**src/rtl/pwl_gamma_pkg.sv**
```systemverilog
// Shared constants for the piecewise-linear gamma corrector: segment counts,
// knot tables of the four curve families, register map, curve select codes.
// Assumes the default widths (10-bit in, 8-bit out, 6 slope fraction bits).
package pwl_gamma_pkg;
    localparam int NSEG  = 7;
    localparam int NKNOT = NSEG + 1;
    localparam int NBP   = NSEG - 1;

    typedef int knot_t [NKNOT];

    localparam knot_t G45_X = '{0, 16, 48, 112, 240, 432, 688, 1024};
    localparam knot_t G45_Y = '{0, 39, 64, 94, 133, 173, 213, 255};
    localparam knot_t G60_X = '{0, 16, 48, 112, 240, 432, 688, 1024};
    localparam knot_t G60_Y = '{0, 21, 41, 68, 107, 152, 201, 255};
    localparam knot_t LIN_X = '{0, 128, 256, 384, 512, 640, 768, 1024};
    localparam knot_t LIN_Y = '{0, 32, 64, 96, 128, 160, 192, 256};
    localparam knot_t SCV_X = '{0, 160, 320, 448, 576, 704, 864, 1024};
    localparam knot_t SCV_Y = '{0, 12, 48, 100, 156, 208, 243, 255};

    typedef enum logic [1:0] {
        CURVE_G45  = 2'b00,
        CURVE_PROG = 2'b01,
        CURVE_LIN  = 2'b10,
        CURVE_SCV  = 2'b11
    } curve_e;

    localparam int REG_BP    = 0;
    localparam int REG_BASE  = 8;
    localparam int REG_SLOPE = 16;
    localparam int REG_CTRL  = 24;

    // Knot abscissa i of curve family c.
    function automatic int knot_x(input int c, input int i);
        case (c)
            0:       return G45_X[i];
            1:       return G60_X[i];
            2:       return LIN_X[i];
            default: return SCV_X[i];
        endcase
    endfunction

    // Knot ordinate i of curve family c.
    function automatic int knot_y(input int c, input int i);
        case (c)
            0:       return G45_Y[i];
            1:       return G60_Y[i];
            2:       return LIN_Y[i];
            default: return SCV_Y[i];
        endcase
    endfunction

    // Fixed-point slope of segment s of family c with frac fraction bits.
    function automatic int knot_slope(input int c, input int s, input int frac);
        return ((knot_y(c, s + 1) - knot_y(c, s)) * (1 << frac)) /
               (knot_x(c, s + 1) - knot_x(c, s));
    endfunction
endpackage

```
**src/rtl/pwl_gamma_regs.sv**
```systemverilog
// Programmable curve set and aperture position bit.
// Reset loads the 0.6 power curve; writes land one edge after the strobe.
// Assumes DATA_W covers both IN_W and SLOPE_W.
module pwl_gamma_regs
    import pwl_gamma_pkg::*;
#(
    parameter int IN_W    = 10,
    parameter int OUT_W   = 8,
    parameter int SLOPE_W = 10,
    parameter int FRAC    = 6,
    parameter int ADDR_W  = 5,
    parameter int DATA_W  = 10
) (
    input  logic                            clk,
    input  logic                            rst_n,
    input  logic                            reg_we,
    input  logic [ADDR_W-1:0]               reg_addr,
    input  logic [DATA_W-1:0]               reg_wdata,
    output logic [NBP-1:0][IN_W-1:0]        prog_bp,
    output logic [NSEG-1:0][OUT_W-1:0]      prog_base,
    output logic [NSEG-1:0][SLOPE_W-1:0]    prog_slope,
    output logic                            ap_post
);
    // Breakpoint registers: reset to the 0.6 knots, then word writes.
    always_ff @(posedge clk) begin
        if (!rst_n) begin
            for (int j = 0; j < NBP; j++)
                prog_bp[j] <= IN_W'(knot_x(1, j + 1));
        end else if (reg_we) begin
            for (int j = 0; j < NBP; j++)
                if (reg_addr == ADDR_W'(REG_BP + j))
                    prog_bp[j] <= reg_wdata[IN_W-1:0];
        end
    end

    // Base and slope registers per segment.
    always_ff @(posedge clk) begin
        if (!rst_n) begin
            for (int s = 0; s < NSEG; s++) begin
                prog_base[s]  <= OUT_W'(knot_y(1, s));
                prog_slope[s] <= SLOPE_W'(knot_slope(1, s, FRAC));
            end
        end else if (reg_we) begin
            for (int s = 0; s < NSEG; s++) begin
                if (reg_addr == ADDR_W'(REG_BASE + s))
                    prog_base[s] <= reg_wdata[OUT_W-1:0];
                if (reg_addr == ADDR_W'(REG_SLOPE + s))
                    prog_slope[s] <= reg_wdata[SLOPE_W-1:0];
            end
        end
    end

    // Aperture position bit: 0 adds before the curve, 1 after.
    always_ff @(posedge clk) begin
        if (!rst_n)
            ap_post <= 1'b0;
        else if (reg_we && reg_addr == ADDR_W'(REG_CTRL))
            ap_post <= reg_wdata[0];
    end
endmodule

```
**src/rtl/pwl_gamma_curves.sv**
```systemverilog
// Curve parameter multiplexer: presents the breakpoints, bases and slopes of
// the selected family. Fixed families are elaboration-time constants.
module pwl_gamma_curves
    import pwl_gamma_pkg::*;
#(
    parameter int IN_W    = 10,
    parameter int OUT_W   = 8,
    parameter int SLOPE_W = 10,
    parameter int FRAC    = 6
) (
    input  curve_e                          sel,
    input  logic [NBP-1:0][IN_W-1:0]        prog_bp,
    input  logic [NSEG-1:0][OUT_W-1:0]      prog_base,
    input  logic [NSEG-1:0][SLOPE_W-1:0]    prog_slope,
    output logic [NBP-1:0][IN_W-1:0]        cur_bp,
    output logic [NSEG-1:0][OUT_W-1:0]      cur_base,
    output logic [NSEG-1:0][SLOPE_W-1:0]    cur_slope
);
    typedef logic [NBP-1:0][IN_W-1:0]      bp_vec_t;
    typedef logic [NSEG-1:0][OUT_W-1:0]    base_vec_t;
    typedef logic [NSEG-1:0][SLOPE_W-1:0]  slope_vec_t;

    function automatic bp_vec_t mk_bp(input int c);
        bp_vec_t v;
        for (int j = 0; j < NBP; j++) v[j] = IN_W'(knot_x(c, j + 1));
        return v;
    endfunction

    function automatic base_vec_t mk_base(input int c);
        base_vec_t v;
        for (int s = 0; s < NSEG; s++) v[s] = OUT_W'(knot_y(c, s));
        return v;
    endfunction

    function automatic slope_vec_t mk_slope(input int c);
        slope_vec_t v;
        for (int s = 0; s < NSEG; s++) v[s] = SLOPE_W'(knot_slope(c, s, FRAC));
        return v;
    endfunction

    localparam bp_vec_t    G45_BP = mk_bp(0);
    localparam base_vec_t  G45_BS = mk_base(0);
    localparam slope_vec_t G45_SL = mk_slope(0);
    localparam bp_vec_t    LIN_BP = mk_bp(2);
    localparam base_vec_t  LIN_BS = mk_base(2);
    localparam slope_vec_t LIN_SL = mk_slope(2);
    localparam bp_vec_t    SCV_BP = mk_bp(3);
    localparam base_vec_t  SCV_BS = mk_base(3);
    localparam slope_vec_t SCV_SL = mk_slope(3);

    // Pick the active parameter set.
    always_comb begin
        case (sel)
            CURVE_G45: begin
                cur_bp = G45_BP; cur_base = G45_BS; cur_slope = G45_SL;
            end
            CURVE_PROG: begin
                cur_bp = prog_bp; cur_base = prog_base; cur_slope = prog_slope;
            end
            CURVE_LIN: begin
                cur_bp = LIN_BP; cur_base = LIN_BS; cur_slope = LIN_SL;
            end
            default: begin
                cur_bp = SCV_BP; cur_base = SCV_BS; cur_slope = SCV_SL;
            end
        endcase
    end
endmodule

```
**src/rtl/pwl_gamma_segsel.sv**
```systemverilog
// Segment finder: the index is the count of breakpoints at or below the
// input, so all compares run in parallel. Assumes ascending breakpoints.
module pwl_gamma_segsel
    import pwl_gamma_pkg::*;
#(
    parameter int IN_W    = 10,
    parameter int OUT_W   = 8,
    parameter int SLOPE_W = 10
) (
    input  logic [IN_W-1:0]                 x,
    input  logic [NBP-1:0][IN_W-1:0]        cur_bp,
    input  logic [NSEG-1:0][OUT_W-1:0]      cur_base,
    input  logic [NSEG-1:0][SLOPE_W-1:0]    cur_slope,
    output logic [OUT_W-1:0]                seg_base,
    output logic [SLOPE_W-1:0]              seg_slope,
    output logic [IN_W-1:0]                 seg_off
);
    localparam int IDX_W = $clog2(NSEG);

    logic [NBP-1:0]   at_or_above;
    logic [IDX_W-1:0] idx;
    logic [IN_W-1:0]  seg_start;

    // One comparator per breakpoint.
    for (genvar j = 0; j < NBP; j++) begin : g_cmp
        assign at_or_above[j] = (x >= cur_bp[j]);
    end

    // Count passed breakpoints, then fetch the segment's parameters.
    always_comb begin
        idx = '0;
        for (int j = 0; j < NBP; j++)
            if (at_or_above[j]) idx = idx + IDX_W'(1);
        seg_start = (idx == '0) ? '0 : cur_bp[idx - IDX_W'(1)];
        seg_base  = cur_base[idx];
        seg_slope = cur_slope[idx];
        seg_off   = x - seg_start;
    end
endmodule

```
**src/rtl/pwl_gamma_corrector.sv**
```systemverilog
// Three-stage gamma corrector: stage 1 adds an optional aperture term before
// the curve, stage 2 finds the segment, stage 3 multiplies, adds base and an
// optional after-curve term, then clips. No stalls; valid follows the data.
module pwl_gamma_corrector
    import pwl_gamma_pkg::*;
#(
    parameter int IN_W    = 10,
    parameter int OUT_W   = 8,
    parameter int SLOPE_W = 10,
    parameter int FRAC    = 6,
    parameter int AP_W    = 9,
    parameter int ADDR_W  = 5,
    parameter int DATA_W  = 10
) (
    input  logic                    clk,
    input  logic                    rst_n,
    input  logic                    in_valid,
    input  logic [IN_W-1:0]         in_pix,
    input  logic [1:0]              curve_sel,
    input  logic                    ap_en,
    input  logic signed [AP_W-1:0]  ap_term,
    input  logic                    reg_we,
    input  logic [ADDR_W-1:0]       reg_addr,
    input  logic [DATA_W-1:0]       reg_wdata,
    output logic                    out_valid,
    output logic [OUT_W-1:0]        out_pix
);
    localparam int MAX_IN  = (1 << IN_W) - 1;
    localparam int MAX_OUT = (1 << OUT_W) - 1;
    localparam int PRE_W   = IN_W + 2;
    localparam int PROD_W  = IN_W + SLOPE_W;
    localparam int SUM_W   = PROD_W + 2;

    logic [NBP-1:0][IN_W-1:0]      prog_bp, cur_bp;
    logic [NSEG-1:0][OUT_W-1:0]    prog_base, cur_base;
    logic [NSEG-1:0][SLOPE_W-1:0]  prog_slope, cur_slope;
    logic                          ap_post;

    pwl_gamma_regs #(
        .IN_W(IN_W), .OUT_W(OUT_W), .SLOPE_W(SLOPE_W), .FRAC(FRAC),
        .ADDR_W(ADDR_W), .DATA_W(DATA_W)
    ) u_regs (
        .clk(clk), .rst_n(rst_n), .reg_we(reg_we), .reg_addr(reg_addr),
        .reg_wdata(reg_wdata), .prog_bp(prog_bp), .prog_base(prog_base),
        .prog_slope(prog_slope), .ap_post(ap_post)
    );

    // ---------------- stage 1: pre-curve aperture ----------------
    logic signed [PRE_W-1:0] pre_sum;
    logic [IN_W-1:0]         pre_x;
    logic                    use_pre, use_post;
    logic                    s1_valid;
    logic [IN_W-1:0]         s1_x;
    curve_e                  s1_sel;
    logic signed [AP_W-1:0]  s1_ap;

    // Add the term to the raw sample and clamp to the input range.
    always_comb begin
        use_pre  = ap_en & ~ap_post;
        use_post = ap_en & ap_post;
        pre_sum  = $signed({2'b00, in_pix}) + PRE_W'(ap_term);
        if (pre_sum < 0)
            pre_x = '0;
        else if (pre_sum > MAX_IN)
            pre_x = IN_W'(MAX_IN);
        else
            pre_x = pre_sum[IN_W-1:0];
    end

    // Stage 1 register: curve input, select, deferred term.
    always_ff @(posedge clk) begin
        if (!rst_n) begin
            s1_valid <= 1'b0;
            s1_x     <= '0;
            s1_sel   <= CURVE_G45;
            s1_ap    <= '0;
        end else begin
            s1_valid <= in_valid;
            s1_x     <= use_pre ? pre_x : in_pix;
            s1_sel   <= curve_e'(curve_sel);
            s1_ap    <= use_post ? ap_term : '0;
        end
    end

    // ---------------- stage 2: segment search ----------------
    logic [OUT_W-1:0]        seg_base;
    logic [SLOPE_W-1:0]      seg_slope;
    logic [IN_W-1:0]         seg_off;
    logic                    s2_valid;
    logic [OUT_W-1:0]        s2_base;
    logic [SLOPE_W-1:0]      s2_slope;
    logic [IN_W-1:0]         s2_off;
    logic signed [AP_W-1:0]  s2_ap;

    pwl_gamma_curves #(
        .IN_W(IN_W), .OUT_W(OUT_W), .SLOPE_W(SLOPE_W), .FRAC(FRAC)
    ) u_curves (
        .sel(s1_sel), .prog_bp(prog_bp), .prog_base(prog_base),
        .prog_slope(prog_slope), .cur_bp(cur_bp), .cur_base(cur_base),
        .cur_slope(cur_slope)
    );

    pwl_gamma_segsel #(
        .IN_W(IN_W), .OUT_W(OUT_W), .SLOPE_W(SLOPE_W)
    ) u_segsel (
        .x(s1_x), .cur_bp(cur_bp), .cur_base(cur_base), .cur_slope(cur_slope),
        .seg_base(seg_base), .seg_slope(seg_slope), .seg_off(seg_off)
    );

    // Stage 2 register: chosen segment's base, slope and offset.
    always_ff @(posedge clk) begin
        if (!rst_n) begin
            s2_valid <= 1'b0;
            s2_base  <= '0;
            s2_slope <= '0;
            s2_off   <= '0;
            s2_ap    <= '0;
        end else begin
            s2_valid <= s1_valid;
            s2_base  <= seg_base;
            s2_slope <= seg_slope;
            s2_off   <= seg_off;
            s2_ap    <= s1_ap;
        end
    end

    // ---------------- stage 3: evaluate and clip ----------------
    logic [PROD_W-1:0]        prod;
    logic signed [SUM_W-1:0]  total;
    logic [OUT_W-1:0]         clipped;

    // Base plus scaled offset plus after-curve term, clipped to output range.
    always_comb begin
        prod  = PROD_W'(s2_off) * PROD_W'(s2_slope);
        total = $signed(SUM_W'(s2_base)) + $signed(SUM_W'(prod >> FRAC))
              + SUM_W'(s2_ap);
        if (total < 0)
            clipped = '0;
        else if (total > MAX_OUT)
            clipped = OUT_W'(MAX_OUT);
        else
            clipped = total[OUT_W-1:0];
    end

    // Output register.
    always_ff @(posedge clk) begin
        if (!rst_n) begin
            out_valid <= 1'b0;
            out_pix   <= '0;
        end else begin
            out_valid <= s2_valid;
            out_pix   <= clipped;
        end
    end
endmodule

```
**config.mk**
```make
export PLATFORM = sky130hd
export DESIGN_NAME = pwl_gamma_corrector
export DESIGN_NICKNAME = d
export VERILOG_FILES = /design/src/rtl/pwl_gamma_pkg.sv /design/src/rtl/pwl_gamma_regs.sv /design/src/rtl/pwl_gamma_curves.sv /design/src/rtl/pwl_gamma_segsel.sv /design/src/rtl/pwl_gamma_corrector.sv
export SDC_FILE = /design/constraint.sdc
export NUM_CORES = 1
export LEC_CHECK = 0
export BUFFER_PORTS_ARGS = -buffer_cell sky130_fd_sc_hd__buf_2
export CORE_MARGIN = 2
export CORE_UTILIZATION = 65
export DETAILED_ROUTE_END_ITERATION = 16
export PLACE_DENSITY_LB_ADDON = 0.08
export SYNTH_ARGS = -nofsm -noshare
export SYNTH_HDL_FRONTEND = slang
export SYNTH_SLANG_ARGS = --single-unit
```
**constraint.sdc**
```tcl
create_clock -name clk -period 29.8 [get_ports clk]
set_input_delay 5.96 -clock clk [delete_from_list [all_inputs] [get_ports clk]]
set_output_delay 5.96 -clock clk [all_outputs]
set_load 0.05 [all_outputs]
```
* Word-level counts from Yosys, hierarchy flattened
Cells that the tools add are included.
** Cells by class
- Equality and inequality tests :: 30
- Add/sub/neg operators :: 24
- Bitwise gates (word level) :: 4
- $mul :: 1
- Div/mod/pow operators :: 7
- Order comparisons :: 12
- Reduce and logical (&&, ||, !) cells :: 26
- Muxes and demuxes :: 44
** Operators by type and width (number)
- 32-bit two-way mux :: 8
- 32-bit by 32-bit divider with 32-bit output :: 7
- 32-bit subtractor :: 7
- 70-bit one-hot mux with 3 select lines :: 1
- 26-bit two-way mux :: 7
- 26-bit subtractor :: 7
- 60-bit one-hot mux with 3 select lines :: 1
- 56-bit one-hot mux with 3 select lines :: 1
- 70-bit two-way mux :: 2
- 10-bit two-way mux :: 13
- 10-bit binary-select mux with 3-bit select :: 2
- 10-bit greater-or-equal comparator :: 6
- 2-bit AND reduction :: 21
- 5-bit equality test (second input constant) :: 8
- 5-bit by 4-bit equality test with 1-bit output (second input constant) :: 7
- 8-bit binary-select mux with 3-bit select :: 1
- 10-bit by 10-bit multiplier with 20-bit output :: 1
- 16-bit by 9-bit adder with 17-bit output :: 1
- 17-bit by 9-bit greater-than comparator with 1-bit output (second input constant) :: 1
- 17-bit by 1-bit less-than comparator with 1-bit output (second input constant) :: 1
- 8-bit two-way mux :: 2
- 2-bit by 1-bit inequality test with 1-bit output (second input constant) :: 8
- 8-bit by 14-bit adder with 15-bit output :: 1
- 3-bit two-way mux :: 5
- 21 further kinds :: 29
** Word-level totals
- Output and inout port bits :: 9
- Word-level logic and storage cells :: 180
- Register bits after elaboration :: 256
- Input bits :: 41

* Logic depth before layout (Yosys ltp)
Gate-level depths: netlist of run 1.
- Word-level depth :: 19
- Depth in mapped cells :: 52
- Gate-level depth less buffers :: 45

* By module
A second synthesis of run 1 with hierarchy kept.
** Second synthesis, totals
- Cells, all modules :: 1986
- Area, all modules :: 18584.1 um2
** Modules (own cells, without submodules)
- pwl_gamma_corrector :: cells an instance 758, times used 1, sequential area each 1381.3 um2, area each 6776.5 um2
- pwl_gamma_regs :: cells an instance 538, times used 1, sequential area each 4444.3 um2, area each 6627.6 um2
- pwl_gamma_segsel :: cells an instance 433, times used 1, sequential area each 0.0 um2, area each 3702.3 um2
- pwl_gamma_curves :: cells an instance 257, times used 1, sequential area each 0.0 um2, area each 1477.7 um2

* Worst setup path after synthesis of run 1
OpenSTA, ideal clock, no wires.
- Path type :: reg-to-reg
- From :: register s1_sel[0]
- To :: register s2_off[9]
- Clock period less this slack :: 9.958 ns
- Cell stages (with the launch flop) :: 50
- Buffers on the path :: 8
- Data arrival time :: 9.893 ns
- Slack :: 19.842 ns
- Library setup time :: 0.065 ns
- Required time :: 29.735 ns
- Path through :: dfxtp_1 -> clkbuf_1 -> inv_1 -> nor2_1 -> clkbuf_1 -> clkbuf_1 -> buf_1 -> clkbuf_1 -> nand2_1 -> ha_1 -> a21o_1 -> a21o_1 -> a21o_1 -> a21o_1 -> a21o_1 -> a21oi_1 -> nor2b_1 -> o21ai_0 -> [14 not listed] -> xor3_1 -> inv_1 -> clkbuf_1 -> ha_1 -> clkbuf_1 -> nor3b_1 -> a211oi_1 -> ha_1 -> nor2b_1 -> o21ai_0 -> a21oi_1 -> o21ai_0 -> a21o_1 -> a21oi_1 -> nor3b_1 -> nor3b_1 -> mux2i_1 -> nand4b_1
** On the way
- Longest elaborated chain between the ends :: 19
- Elaborated cells on any way between the ends :: 27
- Classes of those cells :: 7 x add/sub; 6 x order compare; 2 x eq/ne; 10 x mux; 2 x reduce/logical
** RTL lines
- start, declared :: RTL line pwl_gamma_corrector.sv:54 : curve_e s1_sel;
- start signal, assigned :: RTL line pwl_gamma_corrector.sv:80 : s1_sel <= curve_e'(curve_sel);
- 2-bit equality test (tied with other cells) :: RTL line pwl_gamma_curves.sv:53 : case (sel)
- 60-bit one-hot mux with 3 select lines * :: RTL line pwl_gamma_curves.sv:53
- 10-bit greater-or-equal comparator :: RTL line pwl_gamma_segsel.sv:26 : assign at_or_above[j] = (x >= cur_bp[j]);
- 1-bit two-way mux :: RTL line pwl_gamma_segsel.sv:33 : if (at_or_above[j]) idx = idx + IDX_W'(1);
- 1-bit by 1-bit adder with 2-bit output :: RTL line pwl_gamma_segsel.sv:33
- 3-bit two-way mux :: RTL line pwl_gamma_segsel.sv:33
- 3-bit by 1-bit adder with 3-bit output :: RTL line pwl_gamma_segsel.sv:33
- 3-bit two-way mux :: RTL line pwl_gamma_segsel.sv:33
- [3 not listed]
- 3-bit two-way mux :: RTL line pwl_gamma_segsel.sv:33
- 3-bit by 1-bit adder with 3-bit output :: RTL line pwl_gamma_segsel.sv:33
- 3-bit two-way mux :: RTL line pwl_gamma_segsel.sv:33
- 3-bit by 1-bit subtractor with 3-bit output :: RTL line pwl_gamma_segsel.sv:34 : seg_start = (idx == '0) ? '0 : cur_bp[idx - IDX_W'(1)];
- 10-bit binary-select mux with 3-bit select :: RTL line pwl_gamma_segsel.sv:34
- 10-bit two-way mux (implied by the code) :: RTL line pwl_gamma_segsel.sv:34
- 10-bit two-way mux * :: RTL line pwl_gamma_segsel.sv:34
- 10-bit subtractor * :: RTL line pwl_gamma_segsel.sv:37 : seg_off = x - seg_start;
- end signal, assigned :: RTL line pwl_gamma_corrector.sv:122 : s2_off <= seg_off;
- end, declared :: RTL line pwl_gamma_corrector.sv:92 : logic [IN_W-1:0] s2_off;
Mark *: on every way between the ends. The rest lies on a longest branch, timed or not. The select of a mux whose other input is x is not followed.
A chain may end at the register's enable or synchronous reset.

* Worst setup path in the final report of run 1
Ends and elaborated chain as after synthesis.

==> run metrics, run 1 <==
area taken by multi-input logic gates 10900 µm²; commonest cells after routing, fill and taps aside nand2_1, dfxtp_1, ha_1; Starting DRT DRC Count 1600; Sum Neg Setup Slack 0 ns; mean routed wirelength per cell 20.2 µm; pins over their slew limit 0; final-stage net count 2263; Clock Skew 0.0157 ns; Die Footprint 28300 µm²; Final GP Congestion 0.969; critical path's most frequent cell ha_1; ys flop type dfxtp_1; slew margin rel. 21.3%; WHS Path Cells 1; Worst-Margin Slew 1.18 ns; crit start category flop; vias post-DR 14900; DRC Markers 0; Initial Util 65.7%; Worst-Skew Late Latency 0.54 ns; largest net degree at the start of global routing 93; sequential area share after synthesis 33.2%; Synth Register Bits 256; Resize count post-CTS 0; fraction of layout cells with a size suffix above 1 7.50%; antenna viol nets, final 0; f_max 90.7 MHz; CORE AREA 26700 µm²; leading post-synthesis cells by cell area dfxtp_1, edfxtp_1, ha_1; CTS tree yes; CTS Hold Bufs 0; Vias/cell 6.35; Final setup viols 0; slowest stage delay, CP 0.92 ns; Post-DP HPWL 34100 µm; Synth area leader dfxtp_1; max cap viols 0; Post-CTS Setup Inserts 0; die height 168 µm; Cell variety after synth 94; Final Hold Viols 0; yosys warns 0; fillers 2155; Worst Setup End Kind flop; Period minus WS final 11.03 ns; Post-synth ARST share 0%; Hold Slack 0.430 ns; diode count 0; Reg area 5830 µm²; worst min-delay path class flop to flop; mean area per synthesized cell 8.71 µm²; CTS Buf Count 27; row count 60; critical path class flop to flop; worst path required time 30.26 ns; number of global-route vias before repair 14400; Post-Syn Instances 2014; outcome finished clean; H-Tree Depth 1; Static Leak 0.00819 µW; syn nets 2284; GRT overflow 0; initial antenna violation count 0; CP Data Arrival Time 11.49 ns; fin crit share 37.0%; most common cell after layout, fill and taps aside nand2_1; I/O Buffers 49; CP max stage cell nor2_4; unrepaired setup endpoints after global routing no; Post-synth EDFFs 70; Peak VDD IR 0.0574 mV; clk sinks 256; io pins 50; CP max FO 55; share of the synthesized area in the top cell type 21.2%; FF-to-FF path depth 45; CTS Root Cell clkbuf_16; first-pass GRT wire length 76400 µm; Clock Path Buffers 3; Reg clk slew, reported paths 0.06 ns; Synth Cell Area 17600 µm²; total track usage 33.9%; PD cells 80.8 nW/µm²; 1st-pass router iterations 6; die width 168 µm; P&R area growth vs syn 7.02%; Total Wirelength 47600 µm
[registers in the layout (all words and copies together), names as in the netlist, 2 cells and up]
name	flops
s1_ap	9
s1_sel	2
u_regs.prog_base	56
s2_off	10
s2_base	8
out_pix	8
s2_slope	10
s1_x	10
s2_ap	9
u_regs.prog_slope	70
u_regs.prog_bp	60
[worst paths after layout]
path                  start   endpoint  slack (ns)
setup reg to reg  s1_sel[0]  s2_off[9]       18.77
hold reg to reg    s1_ap[2]   s2_ap[2]        0.43
hold / removal     s1_ap[2]   s2_ap[2]        0.43
setup / recovery  s1_sel[0]  s2_off[9]       18.77
[through the flow]
step	setup WS (ns)	std cells	utilization, %	power [µW]	area (µm²)
after floorplan	19.84	2014	-	1010	17600
final	18.77	2353	70.3	1520	18800
after CTS	18.89	2353	70.3	1510	18800
after global routing	18.07	2353	70.3	1630	18800
after global placement	19.31	2305	67.0	1160	17900
after detailed placement	18.96	2305	67.0	1180	17900
[worst max-delay path: cells and delay by family, from the launching register on]
family	cells	cell delay [ns]
multiplexers	1	0.11
buffers and inverters	6	1.74
adder cells (fa/ha/maj)	8	2.64
AND/OR/NAND/NOR	15	3.63
AO/OA/AOI/OAI	15	2.48
flip-flops	1	0.31
[metal layers]
layer / up-vias / track usage [%] / part of all wire [%]
met2: 714 / 55.7 / 46
met3: 84 / 5.34 / 9.4
met5: - / 0 / 0
met1: 7146 / 47.2 / 42
li1: 6990 / - / -
met4: 0 / 8.21 / 2.1
[cells by family (layout without fill, tap and decap cells)]
| logic type | after synthesis | after routing | share of synthesized area [%] |
|---|---|---|---|
| adders and majority gates | 230 | 230 | 19.2 |
| AOI/OAI and AO/OA | 432 | 432 | 15.9 |
| and+or+nand+nor | 772 | 772 | 20.7 |
| DFF | 256 | 256 | 33.2 |
| xor gates and xnor gates | 49 | 49 | 2.53 |
| buffers and inverters | 220 | 218 | 4.98 |
| muxes | 55 | 55 | 3.56 |
[final cells by class]
class | count | area share (%)
Clock buffer | 39 | 4.10
Clock inverter | 9 | 0.553
Inverter | 101 | 2.03
Multi-Input combinational cell | 1538 | 57.9
Sequential cell | 256 | 31.0
Tap cell | 341 | 2.27
Timing Repair Buffer | 69 | 2.11
[report_power, final]
part	internal [µW]	leakage (µW)	total, µW	switching (µW)
Clock	196	0.000428	331	135
Sequential	388	0.00219	425	36.5
Combinational	296	0.00557	761	465
Total	881	0.00819	1520	636
[cell usage after synthesis, types with 43 or more instances]
cell type  count
nand3_1      126
fa_1          65
nor2_1       113
clkbuf_1      93
and2_1        84
ha_1         164
inv_1         99
dfxtp_1      186
edfxtp_1      70
mux2i_1       43
nand2_1      310
a21oi_1      154
o21ai_0       88
(Power assumes the default switching activity.)
==> inputs of run 2 (changes only) <==
--- a/config.mk
+++ b/config.mk
@@ -7,7 +7,7 @@
 export LEC_CHECK = 0
 export BUFFER_PORTS_ARGS = -buffer_cell sky130_fd_sc_hd__buf_2
 export CORE_MARGIN = 2
-export CORE_UTILIZATION = 65
+export CORE_UTILIZATION = 64
 export DETAILED_ROUTE_END_ITERATION = 16
 export PLACE_DENSITY_LB_ADDON = 0.08
 export SYNTH_ARGS = -nofsm -noshare
==> constraint.sdc (replaced) <==
create_clock -name clk -period 11.4 [get_ports clk]
set_input_delay 2.28 -clock clk [delete_from_list [all_inputs] [get_ports clk]]
set_output_delay 2.28 -clock clk [all_outputs]
set_load 0.05 [all_outputs]
==> run metrics, run 2 (synthesis gave the netlist of run 1 again) <==
Total Wirelength 48100 µm; highest routed layer met4; mean routed wirelength per cell 20.4 µm; Final Instance Count excl. Fillers 2357; P&R area growth vs syn 7.79%; die width 170 µm; Worst Slack Setup Final 1.67 ns; unrepaired setup endpoints after global routing no; Largest register FFs 70; slowest stage delay, CP 0.94 ns; CTS Hold Bufs 0; die height 170 µm; slew margin rel. 19.6%; DRC Markers 0; Resize count post-CTS 0; CP max stage cell xor3_1; clk sinks 256; biggest regs u_regs.prog_slope: 70 flops, u_regs.prog_bp: 60 flops, u_regs.prog_base: 56 flops; Peak VDD IR 0.133 mV; fin crit share 85.4%; Period minus WS final 9.73 ns; Clock Skew 0.0343 ns; R2R setup slack 1.67 ns; Metal-1 WL 20400 µm; final-stage net count 2264; met2 wire len 22000 µm; PD cells 216 nW/µm²; Starting DRT DRC Count 1493; CTS tree yes; largest net degree at the start of global routing 76; CP max FO 54; number of global-route vias before repair 13900; GRT overflow 0; critical path class flop to flop; crit start category flop; Sum Neg Setup Slack 0 ns; I/O Buffers 49; Final setup viols 0; Reg clk slew, reported paths 0.06 ns; pins over their slew limit 0; Die Footprint 28800 µm²; Initial Util 65.1%; placed cells 2306; Post-DP HPWL 34200 µm; outcome finished clean; max cap viols 0; DR WL met3 4480 µm; Top reg by flops u_regs.prog_slope; most common cell after layout, fill and taps aside nand2_1; Final GP Congestion 0.955; 1st-pass router iterations 6; critical path's most frequent cell ha_1; vias post-DR 14900; first-pass GRT wire length 76000 µm; f_max 103 MHz; CP Data Arrival Time 10.21 ns; CTS Buf Count 27; Vias/cell 6.34; io pins 50; row count 60; commonest cells after routing, fill and taps aside nand2_1, dfxtp_1, ha_1; Post-CTS Setup Inserts 0; DP Worst Slack 1.75 ns; H-Tree Depth 1; Worst-Skew Late Latency 0.57 ns; Static Leak 0.00826 µW; antenna viol nets, final 0; initial antenna violation count 1; CTS Root Cell clkbuf_16; Worst-Margin Slew 1.19 ns; fraction of layout cells with a size suffix above 1 7.74%; Worst Setup End Kind flop; Final Hold Viols 0; CORE AREA 27000 µm²; Clock Path Buffers 3; worst path required time 11.88 ns; worst min-delay path class flop to flop; total track usage 33.7%
run 2: changes by cell type in the layout (fill, tap and decap cells not counted), moves of 2 or more:
cell	change
inv_6	-2
clkbuf_1	-4
clkinv_4	+4
bufinv_16	+3
run 2: worst paths after layout:
path / endpoint / cells after the start / startpoint
setup / recovery: s2_off[9] / 42 / s1_sel[0]
hold reg to reg: s2_ap[4] / 1 / s1_ap[4]
hold / removal: s2_ap[4] / 1 / s1_ap[4]
setup reg to reg: s2_off[9] / 42 / s1_sel[0]
run 2: metal layers:
layer  global-route usage, %  vias up
li1                        -     6997
met1                    48.0     7180
met2                    54.1      673
met3                    4.83       83
met4                    8.70        0
met5                       0        -
run 2: final cells by class:
class                      count  area (µm²)
antenna                        1        2.50
clock buffer                  35         767
clock inverter                15         230
timing repair buffer          70         403
tap                          341         427
inverter                     101         382
multi-input combinational   1538       10900
fill                        2207        8030
sequential                   256        5830
run 2: critical path: cells and delay by family, from the launching register on:
kind,cells,cell delay (ns)
AND/OR/NAND/NOR,15,2.81
AO/OA/AOI/OAI,14,2.30
adder cells (fa/ha/maj),7,2.24
XOR/XNOR,1,0.94
buffers and inverters,4,0.89
flip-flops,1,0.32
multiplexers,1,0.10
run 2: per-stage QoR:
step	area [µm²]	power, µW	utilization, %	hold WS [ns]
after floorplan	17600	2630	-	0.412
after global placement	17900	3060	66.5	0.419
after detailed placement	17900	3100	66.5	0.419
after CTS	18900	4070	70.2	0.437
after global routing	18900	4350	70.2	0.448
final	18900	4080	70.2	0.431
run 2: power by group:
group / total (µW) / switching [µW] / internal [µW]
sequential: 1110 / 95.8 / 1020
combinational: 2000 / 1220 / 776
clock: 971 / 379 / 592
